--- src/rtl/dcas_pkg.sv ---
package dcas_pkg;

    localparam int unsigned WORD_W = 32;

    typedef enum logic [1:0] {
        SZ_BYTE = 2'd0,
        SZ_WORD = 2'd1,
        SZ_LONG = 2'd2
    } opsize_e;

    typedef enum logic [3:0] {
        PH_IDLE = 4'd0,
        PH_ADR  = 4'd1,
        PH_CREG = 4'd2,
        PH_UREG = 4'd3,
        PH_MRD  = 4'd4,
        PH_EVAL = 4'd5,
        PH_MWR  = 4'd6,
        PH_WB   = 4'd7,
        PH_DONE = 4'd8
    } phase_e;

    typedef struct packed {
        logic [3:0] base;
        logic [2:0] upd;
        logic [2:0] cmp;
    } slot_t;

    function automatic logic [WORD_W-1:0] size_mask(opsize_e s);
        case (s)
            SZ_BYTE: size_mask = 32'h0000_00FF;
            SZ_WORD: size_mask = 32'h0000_FFFF;
            default: size_mask = 32'hFFFF_FFFF;
        endcase
    endfunction

    function automatic int unsigned size_msb(opsize_e s);
        case (s)
            SZ_BYTE: size_msb = 7;
            SZ_WORD: size_msb = 15;
            default: size_msb = 31;
        endcase
    endfunction

endpackage

--- src/rtl/dcas_decode.sv ---
module dcas_decode
    import dcas_pkg::*;
#(
    parameter int unsigned SLOTS = 2
) (
    input  logic [2:0]              size_field,
    input  logic [SLOTS-1:0][3:0]   base_f,
    input  logic [SLOTS-1:0][2:0]   upd_f,
    input  logic [SLOTS-1:0][2:0]   cmp_f,
    output opsize_e                 size,
    output slot_t [SLOTS-1:0]       slot
);

    always_comb begin
        case (size_field)
            3'b101:  size = SZ_BYTE;
            3'b110:  size = SZ_WORD;
            default: size = SZ_LONG;
        endcase
    end

    for (genvar g = 0; g < SLOTS; g++) begin : g_slot
        assign slot[g].base = base_f[g];
        assign slot[g].upd  = upd_f[g];
        assign slot[g].cmp  = cmp_f[g];
    end

endmodule

--- src/rtl/dcas_compare.sv ---
module dcas_compare
    import dcas_pkg::*;
(
    input  opsize_e             size,
    input  logic [WORD_W-1:0]   lhs,
    input  logic [WORD_W-1:0]   rhs,
    output logic                eq,
    output logic [3:0]          nzvc
);

    logic [WORD_W-1:0] mask;
    logic [WORD_W-1:0] a;
    logic [WORD_W-1:0] b;
    logic [WORD_W-1:0] diff;
    int unsigned       top;

    always_comb begin
        mask = size_mask(size);
        top  = size_msb(size);
        a    = lhs & mask;
        b    = rhs & mask;
        diff = (a - b) & mask;
        eq   = (a == b);
        nzvc[3] = diff[top];
        nzvc[2] = (diff == '0);
        nzvc[1] = (a[top] != b[top]) && (diff[top] != a[top]);
        nzvc[0] = (b > a);
    end

endmodule

--- src/rtl/dcas_merge.sv ---
module dcas_merge
    import dcas_pkg::*;
(
    input  opsize_e             size,
    input  logic [WORD_W-1:0]   keep,
    input  logic [WORD_W-1:0]   load,
    output logic [WORD_W-1:0]   merged
);

    logic [WORD_W-1:0] mask;

    always_comb begin
        mask   = size_mask(size);
        merged = (keep & ~mask) | (load & mask);
    end

endmodule

--- src/rtl/dcas_unit.sv ---
module dcas_unit
    import dcas_pkg::*;
#(
    parameter int unsigned ADDR_W     = 32,
    parameter int unsigned RF_ENTRIES = 16,
    parameter int unsigned CYCLE_COST = 40,
    parameter int unsigned COST_W     = 8
) (
    input  logic                          clk,
    input  logic                          rst_n,
    input  logic                          start,
    input  logic [15:0]                   opcode,
    input  logic [15:0]                   ext_a,
    input  logic [15:0]                   ext_b,
    output logic [$clog2(RF_ENTRIES)-1:0] rf_raddr,
    input  logic [31:0]                   rf_rdata,
    output logic                          rf_we,
    output logic [2:0]                    rf_waddr,
    output logic [31:0]                   rf_wdata,
    output logic                          mem_req,
    output logic                          mem_we,
    output logic                          mem_lock,
    output logic [1:0]                    mem_size,
    output logic [ADDR_W-1:0]             mem_addr,
    output logic [31:0]                   mem_wdata,
    input  logic                          mem_ack,
    input  logic [31:0]                   mem_rdata,
    output logic                          flag_we,
    output logic [3:0]                    flags,
    output logic                          busy,
    output logic                          done,
    output logic [COST_W-1:0]             op_cycles
);

    localparam int unsigned RFAW  = $clog2(RF_ENTRIES);
    localparam int unsigned SLOTS = 2;

    typedef struct packed {
        phase_e                              phase;
        logic                                sel;
        opsize_e                             size;
        slot_t [SLOTS-1:0]                   slot;
        logic [SLOTS-1:0][ADDR_W-1:0]        addr;
        logic [SLOTS-1:0][WORD_W-1:0]        cval;
        logic [SLOTS-1:0][WORD_W-1:0]        uval;
        logic [SLOTS-1:0][WORD_W-1:0]        mval;
    } ctx_t;

    ctx_t ctx_d, ctx_q;

    opsize_e               dec_size;
    slot_t [SLOTS-1:0]     dec_slot;
    logic  [SLOTS-1:0]     cmp_eq;
    logic  [SLOTS-1:0][3:0] cmp_flags;
    logic  [SLOTS-1:0][WORD_W-1:0] reload;
    logic  [WORD_W-1:0]    cur_mask;

    dcas_decode #(.SLOTS(SLOTS)) u_decode (
        .size_field (opcode[11:9]),
        .base_f     ({ext_b[15:12], ext_a[15:12]}),
        .upd_f      ({ext_b[8:6],   ext_a[8:6]}),
        .cmp_f      ({ext_b[2:0],   ext_a[2:0]}),
        .size       (dec_size),
        .slot       (dec_slot)
    );

    for (genvar g = 0; g < SLOTS; g++) begin : g_pair
        dcas_compare u_cmp (
            .size   (ctx_q.size),
            .lhs    (ctx_q.cval[g]),
            .rhs    (ctx_q.mval[g]),
            .eq     (cmp_eq[g]),
            .nzvc   (cmp_flags[g])
        );
        dcas_merge u_merge (
            .size   (ctx_q.size),
            .keep   (ctx_q.cval[g]),
            .load   (ctx_q.mval[g]),
            .merged (reload[g])
        );
    end

    assign cur_mask  = size_mask(ctx_q.size);
    assign op_cycles = COST_W'(CYCLE_COST);
    assign mem_size  = ctx_q.size;
    assign busy      = (ctx_q.phase != PH_IDLE);

    always_comb begin
        ctx_d     = ctx_q;
        rf_raddr  = '0;
        rf_we     = 1'b0;
        rf_waddr  = '0;
        rf_wdata  = '0;
        mem_req   = 1'b0;
        mem_we    = 1'b0;
        mem_lock  = 1'b0;
        mem_addr  = '0;
        mem_wdata = '0;
        flag_we   = 1'b0;
        flags     = '0;
        done      = 1'b0;

        case (ctx_q.phase)
            PH_IDLE: begin
                if (start) begin
                    ctx_d.size  = dec_size;
                    ctx_d.slot  = dec_slot;
                    ctx_d.sel   = 1'b0;
                    ctx_d.phase = PH_ADR;
                end
            end
            PH_ADR: begin
                rf_raddr = RFAW'(ctx_q.slot[ctx_q.sel].base);
                ctx_d.addr[ctx_q.sel] = rf_rdata[ADDR_W-1:0];
                ctx_d.sel = ~ctx_q.sel;
                if (ctx_q.sel) ctx_d.phase = PH_CREG;
            end
            PH_CREG: begin
                rf_raddr = RFAW'(ctx_q.slot[ctx_q.sel].cmp);
                ctx_d.cval[ctx_q.sel] = rf_rdata;
                ctx_d.sel = ~ctx_q.sel;
                if (ctx_q.sel) ctx_d.phase = PH_UREG;
            end
            PH_UREG: begin
                rf_raddr = RFAW'(ctx_q.slot[ctx_q.sel].upd);
                ctx_d.uval[ctx_q.sel] = rf_rdata;
                ctx_d.sel = ~ctx_q.sel;
                if (ctx_q.sel) ctx_d.phase = PH_MRD;
            end
            PH_MRD: begin
                mem_req  = 1'b1;
                mem_lock = 1'b1;
                mem_addr = ctx_q.addr[ctx_q.sel];
                if (mem_ack) begin
                    ctx_d.mval[ctx_q.sel] = mem_rdata & cur_mask;
                    ctx_d.sel = ~ctx_q.sel;
                    if (ctx_q.sel) ctx_d.phase = PH_EVAL;
                end
            end
            PH_EVAL: begin
                mem_lock = 1'b1;
                flag_we  = 1'b1;
                flags    = cmp_eq[0] ? cmp_flags[1] : cmp_flags[0];
                ctx_d.sel   = 1'b0;
                ctx_d.phase = (&cmp_eq) ? PH_MWR : PH_WB;
            end
            PH_MWR: begin
                mem_req   = 1'b1;
                mem_we    = 1'b1;
                mem_lock  = 1'b1;
                mem_addr  = ctx_q.addr[ctx_q.sel];
                mem_wdata = ctx_q.uval[ctx_q.sel] & cur_mask;
                if (mem_ack) begin
                    ctx_d.sel = ~ctx_q.sel;
                    if (ctx_q.sel) ctx_d.phase = PH_DONE;
                end
            end
            PH_WB: begin
                rf_we    = 1'b1;
                rf_waddr = ctx_q.slot[ctx_q.sel].cmp;
                rf_wdata = reload[ctx_q.sel];
                ctx_d.sel = ~ctx_q.sel;
                if (ctx_q.sel) ctx_d.phase = PH_DONE;
            end
            PH_DONE: begin
                done        = 1'b1;
                ctx_d.phase = PH_IDLE;
            end
            default: ctx_d.phase = PH_IDLE;
        endcase
    end

    always_ff @(posedge clk or negedge rst_n) begin
        if (!rst_n) ctx_q <= '0;
        else        ctx_q <= ctx_d;
    end

endmodule

--- config.mk ---
export PLATFORM = sky130hd
export DESIGN_NAME = dcas_unit
export DESIGN_NICKNAME = d
export VERILOG_FILES = /design/src/rtl/dcas_pkg.sv /design/src/rtl/dcas_decode.sv /design/src/rtl/dcas_compare.sv /design/src/rtl/dcas_merge.sv /design/src/rtl/dcas_unit.sv
export SDC_FILE = /design/constraint.sdc
export NUM_CORES = 1
export LEC_CHECK = 0
export BUFFER_PORTS_ARGS = -buffer_cell sky130_fd_sc_hd__buf_2
export CAP_MARGIN = 20
export CELL_PAD_IN_SITES_DETAIL_PLACEMENT = 0
export CELL_PAD_IN_SITES_GLOBAL_PLACEMENT = 1
export CORE_MARGIN = 3
export CORE_UTILIZATION = 45
export DETAILED_ROUTE_END_ITERATION = 7
export PLACE_DENSITY = 0.85
export SYNTH_ARGS = -nofsm -noshare
export SYNTH_HDL_FRONTEND = slang
export SYNTH_SLANG_ARGS = --single-unit
export TNS_END_PERCENT = 100
--- constraint.sdc ---
create_clock -name clk -period 6.4 [get_ports clk]
set_clock_uncertainty 0.05 [all_clocks]
set_input_delay 0.32 -clock clk [delete_from_list [all_inputs] [get_ports clk]]
set_output_delay 0.32 -clock clk [all_outputs]
set_load 0.02 [all_outputs]
# Word level (Yosys, flattened, before mapping)
# Cells that the tools add are included.
totals:
  regBits: 283
  in_bits: 116
  out_inout_bits: 124
  word_cells: 132
classes:
  n_reduce_logical: 17
  n_lt_le_gt_ge: 5
  n_mux: 53
  bitwise: 14
  add_sub_neg: 2
  eq_ne: 24
op_table:
  columns: ["op", "n"]
  rows:
  - ["$and 32x32->32", 10]
  - ["$mux 32", 10]
  - ["$bwmux 64", 4]
  - ["$eq 32x32->1", 2]
  - ["$gt 32x32->1", 2]
  - ["$logic_not 32->1", 2]
  - ["$or 32x32->32", 2]
  - ["$pmux 32 s2", 1]
  - ["$sub 32x32->32", 2]
  - ["$demux 32 s1", 1]
  - ["$lt 32x6->1 const B", 1]
  - ["$not 32->32", 1]
  - ["$pmux 4 s8", 1]
  - ["$bmux 1 s5", 6]
  - ["$mux 4", 7]
  - ["$mux 27", 1]
  - ["$mux 10", 2]
  - ["$eq 4x3->1 const B", 4]
  - ["$ne 2x2->1 const B", 7]
  - ["$mux 1", 13]
  - ["$pmux 4 s3", 1]
  - ["$mux 5", 2]
  - ["$pmux 5 s2", 1]
  - ["$eq 4x2->1 const B", 2]
  - ["other kinds (22)", 30]

# Logic depth before layout (Yosys ltp)
# Gate-level depths: netlist of the first run.
depth:
  word_depth: 11
  mapped_depth: 19
  ltp_nobuf: 14

# By module
# From an unflattened synthesis of the first run, not the netlist that was laid out.
unflattened:
  hier_cells: 1778
  hier_area_um2: 18570.3
by_module_without_submodules:
  columns: ["mod", "cells_each", "n_inst", "area_each_um2", "seq_area_each_um2"]
  rows:
  - ["dcas_unit", 937, 1, 12622.1, 7081.8]
  - ["dcas_compare (g_pair[1].u_cmp)", 365, 1, 2509.9, 0.0]
  - ["dcas_compare (g_pair[0].u_cmp)", 382, 1, 2429.8, 0.0]
  - ["dcas_merge", 35, 2, 419.2, 0.0]
  - ["dcas_decode", 24, 1, 170.2, 0.0]

# Worst setup path before layout of the first run
# No wires, ideal clock.
synth_timing:
  path_type: "flip-flop to output port"
  startpoint: "reg ctx_q (netlist bit mem_size[1])"
  endpoint: "out flags[2]"
  path_stages_with_launch: 18
  required_ns: 6.030
  slack_ns: 1.590
  path_buffers: 4
  t_arrival_ns: 4.440
  path_cell_list: "dfrtp_1 clkbuf_1 buf_1 clkbuf_1 clkbuf_1 nand2_1 ha_1 and4_1 and2_1 a2111oi_2 nor2_1 and4_1 or3_1 a211oi_1 nand4_1 o31ai_2 nand3_1 a22oi_1"
synth_between:
  elab_chain_len: 8
  word_cells_on_any_way: 16
  cone_classes: "add/sub (2); eq/ne (2); mux (3); bitwise (6); reduce/logical (3)"
synth_rtl:
  columns: ["item", "line", "rtl"]
  rows:
  - ["start, declared", "dcas_unit.sv:49", "ctx_t ctx_d, ctx_q;"]
  - ["start signal, assigned", "dcas_unit.sv:175", "else ctx_q <= ctx_d;"]
  - ["$eq 2x1->1 / $logic_not 2->1 (equally long branches)", "dcas_pkg.sv:30", "case (s)"]
  - ["$pmux 32 s2 *", "dcas_pkg.sv:30", null]
  - ["$and 32x32->32, on equally long branches", "dcas_compare.sv:20, dcas_compare.sv:21", null]
  - ["$sub 32x32->32", "dcas_compare.sv:22", "diff = (a - b) & mask;"]
  - ["$and 32x32->32", "dcas_compare.sv:22", null]
  - ["$logic_not 32->1", "dcas_compare.sv:25", "nzvc[2] = (diff == '0);"]
  - ["$mux 4 *", "dcas_unit.sv:143", "flags = cmp_eq[0] ? cmp_flags[1] : cmp_flags[0];"]
  - ["$mux 4 *", "dcas_unit.sv:103", "case (ctx_q.phase)"]
  - ["end, declared", "dcas_unit.sv:29", "output logic [3:0] flags,"]
# Mark *: on every way between the ends. The rest lies on a longest branch, timed or not.

# Worst setup path after layout of the first run
# Same ends and word-level chain as after synthesis.

==> reports/metrics.yaml, run 1 <==
grt_pass1_vias: 14590
antenna_found_initial: 1
p_per_area_nw_per_um2: 634.9
tns_ns: 0
final_common_cell: "nand2_1"
p_total_uw: 13040
numClockSinks: 283
worst_r2r_path_depth: 5
port_buffers: 206
rows: 71
nFillCells: 3389
nets: 2212
drt-total-wl_um: 51330
core-area_um2: 37840
crit_top_cell: "and2_1"
path_max_fanout: 41
crit_chain: "or2_2, and2_1, ha_1, a21oi_4, o211ai_1, and2_1, or4_1, a222oi_1, a41oi_1, nor4b_2, nand4_1, o31ai_2, nand3_1, a22oi_1, buf_2"
worst_hold_path_type: "primary input to flip-flop"
drv_slew: 0
vias: 14580
grt.total_usage_pct: 24.59
synth_flop_cell: "dfrtp_1"
worstPathArrival_ns: 5.55
p_sw_share_pct: 46.07
multi_input_area_um2: 9679
die_w_um: 202.2
syn2layout_area_growth_pct: 18.56
holdPathEnd: "ctx_q[30]$_DFFE_PN0P_"
critPathBufInv: 1
slowest_stage: "or2_2"
hold_depth: 3
peakVddDrop_mv: 0.3173
wl_per_cell_um: 20.03
slew_headroom_pct: 28.18
async_reset_ff_share_pct: 100.0
r2r_setup_slack_ns: 2.39
cts_made_buffers: 31
critPathMaxStageDelay_ns: 0.60
drtIter0Drc: 1052
final_cell_mix: "nand2_1, dfrtp_1, buf_2"
design.die.area_um2: 40900
fmax_ghz: 0.1689
grt.overflow.total: 0
internal-power_uw: 7035
cts.clk_slew.worst_paths_ns: 0.06
crit_family: "simple AND/OR/NAND/NOR gates"
end_kind: "output pin"
start_util_pct: 45.79
postPlaceCellArea_um2: 18700
die_y_um: 202.2
drc: 0
worstReg2RegEnd: "ctx_q[123]$_DFFE_PN0P_"
ys_seq_area_share_pct: 40.87
setup_violations: 0
outcome: "finished, final reports clean"
synth_seq_cells: 283
p_comb_share_pct: 60.9
critical_path.startpoint_type: "flip-flop"
synth-edff-count: 0
p_leak_uw: 0.009460
power_switching_uw: 6009
post-route-period-util_pct: 92.53
syn_area_per_cell_um2: 9.627
worstSkewPairLatency_ns: 0.58
min_period_ns: 5.922
rsz0062_at_grt: "false"
hold_viol: 0
drtAntennaViolNets: 0
diodes: 0
synth.distinct_cells: 81
cts.root.buffer_cell: "clkbuf_16"
syn_area_um2: 17330
place.gp.congestion: 0.8968
dr.pass1.iters: 5
drive_above_1_share_pct: 25.54
yosysWarnings: 0
regArea_um2: 7089
io_pins: 240
pwr-share-seq_pct: 25.9
grt_max_degree: 137
grt_pass1_wl_um: 81380
tightest_slew_ns: 1.077
cts_max_level: 1
syn-instance-count: 1800
via_per_inst: 5.688
critPathKind: "flip-flop to output pin"
dp_hpwl_um: 36830
clk_path_buf_depth: 3
required_ns: 6.03
r2r_start: "ctx_q[278]$_DFFE_PN0P_"
cap_violations: 0
cts_tree: "done"
min_from: "mem_rdata[30]"
postLayoutCellArea_um2: 20540
p_clk_share_pct: 13.2
area by class of cell:
| type | count | share of cell area [%] |
|---|---|---|
| sequential | 283 | 34.51 |
| inverter | 34 | 0.6212 |
| clock inverter | 9 | 0.4141 |
| timing repair buffer | 306 | 9.927 |
| tap | 511 | 3.112 |
| clock buffer | 44 | 4.306 |
| multi-input combinational | 1376 | 47.11 |
worst max path at each step:
stage,from,endpoint,slack (ns),cells after the start
finish,mem_size[1]$_DFFE_PN0P_,flags[2],0.48,15
detailed placement,mem_size[1]$_DFFE_PN0P_,flags[2],1.12,15
floorplan,mem_size[1]$_DFFE_PN0P_,flags[2],1.59,17
global route,mem_size[1]$_DFFE_PN0P_,flags[2],0.07,15
global placement,mem_size[1]$_DFFE_PN0P_,flags[2],1.10,15
CTS,mem_size[1]$_DFFE_PN0P_,flags[2],0.49,15
cells by family after synthesis:
kind of cell             count (synthesis)  share of synthesized area (%)
XOR/XNOR                                35                          1.769
AO/OA/AOI/OAI                          309                          11.81
adder cells (fa/ha/maj)                 64                          4.621
flip-flops                             283                          40.87
buffers and inverters                  147                          3.509
AND/OR/NAND/NOR                        658                          17.34
multiplexers                           302                          20.05
other                                    2                        0.04334
worst reg2reg max path: stages (launching register included):
cell     delay [ns]
dfrtp_4        1.10
buf_4          0.99
nand2_1        0.24
nor2_2         0.66
buf_4          0.44
mux2_2         0.40
Yosys cell counts, drive strengths merged (11+ instances only):
library cell / n / area share, %
clkbuf: 89 / 1.9
o211ai: 11 / 0.48
ha: 64 / 4.6
mux2: 201 / 13
xor2: 18 / 0.91
xnor2: 17 / 0.86
inv: 33 / 0.71
o21a: 14 / 0.65
buf: 24 / 0.84
a21o: 15 / 0.66
nand2: 309 / 6.7
a31oi: 11 / 0.40
nor2b: 26 / 0.98
mux2i: 85 / 4.9
nor2: 139 / 3.0
mux4: 16 / 2.1
dfrtp: 283 / 41
o21ai: 95 / 2.7
and2: 51 / 1.8
nand4: 25 / 0.90
a211oi: 12 / 0.55
a21oi: 74 / 2.2
nand3: 29 / 0.84
nor3: 19 / 0.55
registers in the layout, summed over array words and instances, names as in the netlist:
name,flops
ctx_q,281
mem_size,2
layer usage:
metal  part of all wire [%]  track usage, %  wire (um)
met4                    2.0           5.667       1039
met1                     46           34.81      23420
met5                  0.019               0         10
met3                    5.1           3.382       2597
met2                     47           40.43      24260
timing repair:
item | in CTS | in global routing
setup endpoints to repair | 0 | 0
endpoints found under the hold margin | 232 | 0
buffers inserted | 0 | 0
hold buffers | 80 | 0
resized for setup | 0 | 0
power by group through the flow:
stage / clock network, uW / registers (uW) / logic, uW
after CTS: 1760 / 3370 / 7870
final: 1720 / 3380 / 7940
after global placement: 0 / 3340 / 7660
after floorplan: 0 / 3040 / 6170
after global routing: 1830 / 3500 / 8740
after detailed placement: 0 / 3400 / 7790
stage by stage:
step,hold slack [ns],setup WS [ns],util (%),std cells
global route,0.02694,0.07350,54.29,2563
floorplan,-0.02559,1.590,-,1806
CTS,0.007664,0.4915,54.10,2560
detailed placement,0.4215,1.125,49.42,2427
global placement,0.4158,1.103,49.42,2427
finish,0.02172,0.4781,54.29,2563
Note: power is estimated with default switching activity, not from simulation.
==> run 2, diff against run 1 <==
--- a/config.mk
+++ b/config.mk
@@ -12,6 +12,7 @@
 export CORE_MARGIN = 3
 export CORE_UTILIZATION = 45
 export DETAILED_ROUTE_END_ITERATION = 7
+export GPL_TIMING_DRIVEN = 0
 export PLACE_DENSITY = 0.85
 export SYNTH_ARGS = -nofsm -noshare
 export SYNTH_HDL_FRONTEND = slang
==> reports/metrics.yaml, run 2 (synthesis gave the netlist of run 1 again) <==
grt_pass1_wl_um: 85100
fmax_ghz: 0.1638
antenna_found_initial: 4
critPathKind: "flip-flop to output pin"
post-route-period-util_pct: 95.37
p_leak_uw: 0.009481
worstSkewPairLatency_ns: 0.58
final_cell_mix: "nand2_1, dfrtp_1, buf_2"
die_y_um: 202.2
drive_above_1_share_pct: 24.52
wl_per_cell_um: 20.96
drt-total-wl_um: 55300
via_per_inst: 5.680
clk_path_buf_depth: 3
die_w_um: 202.2
setup_violations: 0
critical_path.startpoint_type: "flip-flop"
end_kind: "output pin"
design.die.area_um2: 40900
vias: 14980
core-area_um2: 37840
drc: 0
tns_ns: 0
nets: 2285
whs_ns: 0.01721
critPathBufInv: 5
rows: 71
cts.clk_slew.worst_paths_ns: 0.06
regMostFlops: "ctx_q"
grt.total_usage_pct: 26.35
min_period_ns: 6.103
cts_made_buffers: 29
cts_tree: "done"
start_util_pct: 45.79
port_buffers: 206
outcome: "finished, final reports clean"
peakVddDrop_mv: 0.3047
largest_register_ffs: 281
drtAntennaViolNets: 0
cts.root.buffer_cell: "clkbuf_16"
multi_input_area_um2: 9676
io_pins: 240
required_ns: 6.03
p_per_area_nw_per_um2: 638.6
dr.pass1.iters: 5
worst_hold_path_type: "primary input to flip-flop"
place.gp.congestion: 0.9356
crit_family: "simple AND/OR/NAND/NOR gates"
dp_hpwl_um: 42950
slew_headroom_pct: 31.38
path_max_fanout: 11
numClockSinks: 283
tightest_slew_ns: 1.029
cap_violations: 0
regArea_um2: 7083
grt_pass1_vias: 14940
grt_max_degree: 103
crit_chain: "or2_2, clkbuf_1, clkbuf_2, clkbuf_2, and2_1, ha_1, buf_6, a21oi_4, o211ai_1, and2_1, or4_1, a222oi_1, a41oi_1, nor4b_4, nand4_1, o31ai_2, nand3_1, a22oi_1, buf_2"
hold_viol: 0
grt.overflow.total: 0
drv_slew: 0
nFillCells: 3487
drtIter0Drc: 1144
slowest_stage: "dfrtp_2"
cts_max_level: 1
syn2layout_area_growth_pct: 19.17
worstPathArrival_ns: 5.73
critPathMaxStageDelay_ns: 0.52
final_common_cell: "nand2_1"
-- run 2: per-layer routing --
metal | up-vias | GRT usage, % | wire length, um
met2 | 461 | 43.36 | 25720
met5 | - | 0 | 27
li1 | 6975 | - | -
met1 | 7454 | 36.12 | 24460
met3 | 89 | 3.769 | 3171
met4 | 4 | 8.562 | 1919
-- run 2: worst paths after layout --
| path | from | slack [ns] | depth (start not counted) | endpoint |
|---|---|---|---|---|
| worst max-delay path | mem_size[1]$_DFFE_PN0P_ | 0.30 | 19 | flags[2] |
| worst min register to register | ctx_q[130]$_DFFE_PN0P_ | 0.43 | 2 | ctx_q[130]$_DFFE_PN0P_ |
| max in group asynchronous | rst_n | 4.52 | 4 | ctx_q[271]$_DFFE_PN0P_ |
| worst max register to register | mem_size[1]$_DFFE_PN0P_ | 2.36 | 13 | ctx_q[279]$_DFFE_PN0P_ |
| min in group asynchronous | rst_n | 0.29 | 2 | ctx_q[156]$_DFFE_PN0P_ |
| worst min-delay path | rf_rdata[13] | 0.02 | 3 | ctx_q[141]$_DFFE_PN0P_ |
-- run 2: area by class of cell --
cell class	count	share of cell area, %
clock buffers	41	4.023
flip-flops and latches	283	34.30
diodes	2	0.02424
well taps	511	3.096
multi-input cells	1376	46.85
inverters	34	0.6180
clock inverters	10	0.4302
repair buffers	271	8.361
plain buffers	110	2.296
-- run 2: stage by stage --
stage / worst slack, ns / total power, uW / cells / cell area [um^2] / utilization, %
3_5_place_dp: -0.07732 / 11380 / 2525 / 19090 / 50.44
6_report: 0.2966 / 13190 / 2638 / 20650 / 54.57
5_1_grt: -0.00005285 / 14170 / 2638 / 20650 / 54.57
4_1_cts: 0.09552 / 13110 / 2637 / 20630 / 54.52
3_3_place_gp: -0.1355 / 11200 / 2523 / 19020 / 50.26
2_1_floorplan: 1.590 / 9210 / 1806 / 17350 / -
-- run 2: worst reg2reg max path: cells and delay by family, from the launching register on --
kind	cells	cell delay (ns)
compound gates	2	0.28
fa+ha+maj	1	0.27
buf+inv	4	0.90
flops	1	0.52
simple gates	6	1.90
-- run 2: power by group --
part	total [uW]	internal, uW	switching (uW)
sequential	3320	2660	655
clock	1660	942	717
combinational	8210	3410	4800
total	13200	7020	6170
-- run 2: timing repair --
action | in CTS | in global routing
gates resized for setup | 2 | 8
setup endpoints to repair | 2 | 1
hold buffers | 63 | 0
setup buffers | 0 | 0
endpoints found under the hold margin | 172 | 0
